<file path="src/rtl/ctl_cmd_pkg.sv">
package ctl_cmd_pkg;

  typedef enum logic [3:0] {
    OP_ARM      = 4'd1,
    OP_CPU_ON   = 4'd2,
    OP_CPU_OFF  = 4'd3,
    OP_SIG_ON   = 4'd4,
    OP_SIG_OFF  = 4'd5,
    OP_LINK_ONE = 4'd6,
    OP_LINK_ALL = 4'd7
  } cmd_op_e;

  typedef struct packed {
    logic known;
    logic safety;
    logic arm;
    logic cpu_on;
    logic cpu_off;
    logic sig_on;
    logic sig_off;
    logic link_one;
    logic link_all;
  } cmd_class_t;

endpackage

</file>
<file path="src/rtl/ctl_cmd_decode.sv">
module ctl_cmd_decode
  import ctl_cmd_pkg::*;
#(
  parameter int NUM_LINKS = 3,
  parameter int NUM_SIGS  = 4,
  parameter int SEL_W     = 2
) (
  input  logic [3:0]       op_i,
  input  logic [SEL_W-1:0] sel_i,
  output cmd_class_t       cls_o,
  output logic             sel_ok_o
);

  always_comb begin
    cls_o = '0;
    unique case (op_i)
      OP_ARM:      begin cls_o.known = 1'b1; cls_o.arm = 1'b1; end
      OP_CPU_ON:   begin cls_o.known = 1'b1; cls_o.safety = 1'b1; cls_o.cpu_on = 1'b1; end
      OP_CPU_OFF:  begin cls_o.known = 1'b1; cls_o.safety = 1'b1; cls_o.cpu_off = 1'b1; end
      OP_SIG_ON:   begin cls_o.known = 1'b1; cls_o.sig_on = 1'b1; end
      OP_SIG_OFF:  begin cls_o.known = 1'b1; cls_o.sig_off = 1'b1; end
      OP_LINK_ONE: begin cls_o.known = 1'b1; cls_o.safety = 1'b1; cls_o.link_one = 1'b1; end
      OP_LINK_ALL: begin cls_o.known = 1'b1; cls_o.safety = 1'b1; cls_o.link_all = 1'b1; end
      default:     cls_o = '0;
    endcase
  end

  // selector range only matters for indexed commands
  always_comb begin
    sel_ok_o = 1'b1;
    if (cls_o.link_one) sel_ok_o = (int'(sel_i) < NUM_LINKS);
    else if (cls_o.sig_on || cls_o.sig_off) sel_ok_o = (int'(sel_i) < NUM_SIGS);
  end

endmodule

</file>
<file path="src/rtl/ctl_cmd_arm.sv">
module ctl_cmd_arm
  import ctl_cmd_pkg::*;
(
  input  logic       clk_i,
  input  logic       rst_ni,
  input  logic       valid_i,
  input  cmd_class_t cls_i,
  input  logic       sel_ok_i,
  output logic       exec_o,
  output logic       armed_o,
  output logic       rej_o
);

  logic armed_q, rej_q, exec_safe;

  assign exec_o    = valid_i && cls_i.known && sel_ok_i && (!cls_i.safety || armed_q);
  assign exec_safe = exec_o && cls_i.safety;

  always_ff @(posedge clk_i or negedge rst_ni) begin
    if (!rst_ni) begin
      armed_q <= 1'b0;
      rej_q   <= 1'b0;
    end else begin
      rej_q <= valid_i && !exec_o;
      if (valid_i && cls_i.arm) armed_q <= 1'b1;
      else if (exec_safe)       armed_q <= 1'b0;
    end
  end

  assign armed_o = armed_q;
  assign rej_o   = rej_q;

  assert_disarm_after_exec_R4: assert property (@(posedge clk_i) disable iff (!rst_ni)
    exec_safe |=> !armed_q);

  assert_arm_sets_R2: assert property (@(posedge clk_i) disable iff (!rst_ni)
    (valid_i && cls_i.arm) |=> (armed_q && !rej_q));

endmodule

</file>
<file path="src/rtl/ctl_cmd_drive.sv">
module ctl_cmd_drive
  import ctl_cmd_pkg::*;
#(
  parameter int NUM_LINKS = 3,
  parameter int NUM_SIGS  = 4,
  parameter int SEL_W     = 2
) (
  input  logic                 clk_i,
  input  logic                 rst_ni,
  input  logic                 exec_i,
  input  logic                 armed_i,
  input  cmd_class_t           cls_i,
  input  logic [SEL_W-1:0]     sel_i,
  output logic                 cpu_rst_o,
  output logic [NUM_SIGS-1:0]  ext_sig_o,
  output logic [NUM_LINKS-1:0] link_rst_o
);

  logic cpu_q;

  always_ff @(posedge clk_i or negedge rst_ni) begin
    if (!rst_ni)                     cpu_q <= 1'b0;
    else if (exec_i && cls_i.cpu_on)  cpu_q <= 1'b1;
    else if (exec_i && cls_i.cpu_off) cpu_q <= 1'b0;
  end
  assign cpu_rst_o = cpu_q;

  for (genvar g = 0; g < NUM_SIGS; g++) begin : g_sig
    logic hit, lvl_q;
    assign hit = exec_i && (sel_i == SEL_W'(g));
    always_ff @(posedge clk_i or negedge rst_ni) begin
      if (!rst_ni)                   lvl_q <= 1'b0;
      else if (hit && cls_i.sig_on)  lvl_q <= 1'b1;
      else if (hit && cls_i.sig_off) lvl_q <= 1'b0;
    end
    assign ext_sig_o[g] = lvl_q;
  end

  for (genvar g = 0; g < NUM_LINKS; g++) begin : g_link
    logic pulse_q;
    always_ff @(posedge clk_i or negedge rst_ni) begin
      if (!rst_ni) pulse_q <= 1'b0;
      else pulse_q <= exec_i && (cls_i.link_all || (cls_i.link_one && sel_i == SEL_W'(g)));
    end
    assign link_rst_o[g] = pulse_q;
  end

  assert_cpu_needs_arm_R5: assert property (@(posedge clk_i) disable iff (!rst_ni)
    ($rose(cpu_rst_o) || $fell(cpu_rst_o)) |-> $past(armed_i));

  assert_link_single_cycle_R7: assert property (@(posedge clk_i) disable iff (!rst_ni)
    (link_rst_o != '0) |=> (link_rst_o == '0));

  assert_link_shape_R8: assert property (@(posedge clk_i) disable iff (!rst_ni)
    $onehot0(link_rst_o) || (link_rst_o == '1));

  assert_sig_one_bit_R6: assert property (@(posedge clk_i) disable iff (!rst_ni)
    $countones(ext_sig_o ^ $past(ext_sig_o)) <= 1);

endmodule

</file>
<file path="src/rtl/ctl_cmd_exec.sv">
module ctl_cmd_exec
  import ctl_cmd_pkg::*;
#(
  parameter  int NUM_LINKS = 3,
  parameter  int NUM_SIGS  = 4,
  localparam int SEL_MAX   = (NUM_LINKS > NUM_SIGS) ? NUM_LINKS : NUM_SIGS,
  localparam int SEL_W     = (SEL_MAX > 1) ? $clog2(SEL_MAX) : 1
) (
  input  logic                 clk_i,
  input  logic                 rst_ni,
  input  logic                 cmd_valid_i,
  input  logic [3:0]           cmd_op_i,
  input  logic [SEL_W-1:0]     cmd_sel_i,
  output logic                 cpu_rst_o,
  output logic [NUM_SIGS-1:0]  ext_sig_o,
  output logic [NUM_LINKS-1:0] link_rst_o,
  output logic                 cmd_rej_o
);

  cmd_class_t cls;
  logic sel_ok, exec, armed;

  ctl_cmd_decode #(.NUM_LINKS(NUM_LINKS), .NUM_SIGS(NUM_SIGS), .SEL_W(SEL_W)) u_dec (
    .op_i(cmd_op_i), .sel_i(cmd_sel_i), .cls_o(cls), .sel_ok_o(sel_ok)
  );

  ctl_cmd_arm u_arm (
    .clk_i(clk_i), .rst_ni(rst_ni), .valid_i(cmd_valid_i), .cls_i(cls),
    .sel_ok_i(sel_ok), .exec_o(exec), .armed_o(armed), .rej_o(cmd_rej_o)
  );

  ctl_cmd_drive #(.NUM_LINKS(NUM_LINKS), .NUM_SIGS(NUM_SIGS), .SEL_W(SEL_W)) u_drv (
    .clk_i(clk_i), .rst_ni(rst_ni), .exec_i(exec), .armed_i(armed), .cls_i(cls),
    .sel_i(cmd_sel_i), .cpu_rst_o(cpu_rst_o), .ext_sig_o(ext_sig_o), .link_rst_o(link_rst_o)
  );

  // a rejected request leaves every level untouched
  assert_rej_no_effect_R3: assert property (@(posedge clk_i) disable iff (!rst_ni)
    cmd_rej_o |-> ($stable(cpu_rst_o) && $stable(ext_sig_o) && link_rst_o == '0));

endmodule

</file>
<file path="config.mk">
export PLATFORM = sky130hd
export DESIGN_NAME = ctl_cmd_exec
export DESIGN_NICKNAME = d
export VERILOG_FILES = /design/src/rtl/ctl_cmd_pkg.sv /design/src/rtl/ctl_cmd_decode.sv /design/src/rtl/ctl_cmd_arm.sv /design/src/rtl/ctl_cmd_drive.sv /design/src/rtl/ctl_cmd_exec.sv
export SDC_FILE = /design/constraint.sdc
export NUM_CORES = 1
export LEC_CHECK = 0
export BUFFER_PORTS_ARGS = -buffer_cell sky130_fd_sc_hd__buf_4
export CORE_MARGIN = 5
export CORE_UTILIZATION = 35
export CTS_BUF_LIST = sky130_fd_sc_hd__clkbuf_8
export DETAILED_ROUTE_END_ITERATION = 8
export HOLD_SLACK_MARGIN = 0.12
export PLACE_DENSITY = 0.62
export REMOVE_ABC_BUFFERS = 1
export SETUP_SLACK_MARGIN = 0.15
export SLEW_MARGIN = 20
export SYNTH_ARGS = -nofsm -noshare
export SYNTH_HDL_FRONTEND = slang
export SYNTH_SLANG_ARGS = --single-unit
export TNS_END_PERCENT = 1
</file>
<file path="constraint.sdc">
create_clock -name clk_i -period 3.4 [get_ports clk_i]
set_clock_uncertainty 0.1 [all_clocks]
set_input_delay 0.51 -clock clk_i [delete_from_list [all_inputs] [get_ports clk_i]]
set_output_delay 0.51 -clock clk_i [all_outputs]
set_load 0.05 [all_outputs]
</file>
==> flow_summary.yaml <==
sta:
  setup_viol: 0
  final-max-slew-violation-count: 0
  fin_ws_ps: 2000
  max_freq_mhz: 713
  final_hold_viol_count: 0
  setup_tns_ps: 0
  finalCritPeriodShare: 0.413
  rsz0062_at_grt: "false"
  period_needed_ps: 1400
  slew_headroom: 0.852
  worst_pin_slew_ps: 221
setup_path:
  max_stage_delay_ps: 370
  cp_cell_sequence: "buf_4"
  arrival_ps: 790
  worstPathMaxFanout: 2
  cp.required_ps: 2790
  reg2reg_depth: 3
  r2r_end: "u_drv.cpu_rst_o"
  critPathBufInv: 1
  path_class: "flip-flop to primary output"
  critPathCaptureType: "primary output"
  worst-path-stages: 1
  cp_slowest_cell: "dfrtp_1"
  rrSetupSlack_ps: 2220
  cp_top_family: "flip-flops"
  rr_startpoint: "u_arm.armed_o"
  startpoint_type: "flip-flop"
pwr:
  peakVddDrop_mv: 0.197
  p_leak_nw: 0.349
  power_density_mw_per_mm2: 553
route:
  wirelength_um: 981
  first_iter_violations: 5
  dr.pass1.iters: 4
  ant_nets: 0
  vias: 400
  drc: 0
  viasPerCell: 5.00
  wire_per_inst_um: 12.3
floorplanning:
  dieHeight_um: 49.1
  core_mm2: 0.00147
  die_w_um: 49.1
  pin_count: 18
  die-area_mm2: 0.00241
  rows: 14
  floorplan.initialDensity: 0.363
grt:
  gr-usage-met2: 0.116
  top_usage_layer: "met2"
  antenna_found_initial: 0
  grt.total_usage: 0.0905
  grt_max_degree: 11
  grt_use_met3: 0.0428
  grt_pass1_wl_um: 1640
  grt_overflow: 0
  grtUsageMet1: 0.109
  grt_pass1_vias: 368
logic_synthesis:
  synthesis.area_um2: 534
  async_flop_share: 1.00
  netlist_instances: 50
  ys.flop_type: "dfrtp_1"
  yosysSeqAreaShare: 0.468
  netlist_top_cells_count: "dfrtp_1 (10), buf_4 (7), nand2_1 (4), inv_1 (3), o21a_1 (3)"
  synth_edf_count: 0
  synth_most_common_cell: "dfrtp_1"
  synth_cell_type_count: 22
  netlist.area_leader.share: 0.468
  yosysTopAreaCell: "dfrtp_1"
  ys_warn_count: 0
  ys_seq_elements: 10
  syn_area_per_cell_um2: 10.7
  ys_top_cells_by_area: "dfrtp_1 (47%), buf_4 (9.8%), mux2_4 (5.6%)"
hold_path:
  whs_endpoint: "u_drv.cpu_rst_o"
  hp-start: "u_drv.cpu_rst_o"
  min_path_cells: 1
  hold_class: "flip-flop to flip-flop"
clock_tree:
  clkTransAtPathRegs_ps: 40
  cts_hold_buf: 1
  cts_htree_levels: 1
  postCtsSetupRepairBufs: 0
  clk-insertion-delay-late_ps: 230
  cts_root_buf: "clkbuf_8"
  cts_buffers: 3
  clock_path_buffers: 2
  cts_sinks: 10
  post_cts_resized: 0
  cts_tree: "built"
placed_design:
  post-place-ws_ps: 1810
  finalWeightedCongestion: 0.830
  dp_cells: 76
  hpwl_um: 744
  io_buffers: 17
finish:
  antenna_cells: 0
  nets: 75
  area_delta_synth_final_pct: 27.4
  drive_gt1_frac: 0.391
  utilization: 0.463
  fin_cells: 80
flow_run:
  maxCapViolations: 0
outcome:
  status: "complete, no violations"
[where the power goes]
part | total [W] | switching [W] | internal [W]
clock network | 0.000115 | 0.0000386 | 0.0000768
logic | 0.000118 | 0.0000757 | 0.0000421
registers | 0.000143 | 0.00000764 | 0.000135
[area by class of cell]
cell class	count	area [um^2]
Tap cell	16	20.0
Fill cell	160	791
Timing Repair Buffer	18	138
Inverter	4	15.0
Multi-Input combinational cell	29	216
Clock buffer	3	41.3
Sequential cell	10	250
[metal layers]
metal  up-vias  routed length [um]
met5         -                   0
met4         0                  36
met3         5                  69
met2        15                 416
met1       188                 459
li1        192                   -
[layout by cell type, fill, tap and decap left out, drive strengths merged, types with 2 or more instances in the layout]
cell,n
nor2,2
mux2,3
dfrtp,10
nor2b,2
clkbuf,3
a21oi,2
nand2,4
o21a,3
buf,17
nor3,2
mux2i,2
inv,4
[sequential cells by signal, summed over array words and instances, names as in the netlist]
name and count:
u_drv.g_sig.lvl_q 4, u_drv.cpu_rst_o 1, u_drv.g_link.pulse_q 3, u_arm.rej_o 1, u_arm.armed_o 1
[worst max-delay path by stage]
stage	from	slack [ps]	to
global route	u_drv.g_sig[2].lvl_q	1970	ext_sig_o[2]
detailed placement	cmd_op_i[3]	1810	u_drv.g_sig[3].lvl_q
floorplan	cmd_op_i[3]	1970	u_drv.g_sig[3].lvl_q
CTS	u_drv.g_sig[0].lvl_q	1990	ext_sig_o[0]
finish	u_drv.g_sig[0].lvl_q	2000	ext_sig_o[0]
global placement	cmd_op_i[3]	1820	u_drv.g_sig[3].lvl_q
[per-stage QoR]
| stage | hold WS, ps | power, W | cell area (um^2) |
|---|---|---|---|
| detailed placement | 244 | 0.000263 | 629 |
| finish | 387 | 0.000376 | 681 |
| CTS | 391 | 0.000381 | 681 |
| floorplan | 114 | 0.000220 | 482 |
| global placement | 244 | 0.000262 | 629 |
| global route | 407 | 0.000395 | 681 |
[cell families after synthesis]
group,Yosys count,share of synthesized area
compound gates,9,0.115
buf+inv,11,0.126
simple gates,15,0.176
mux,5,0.115
flops,10,0.468
Note: power is estimated with default switching activity, not from simulation.
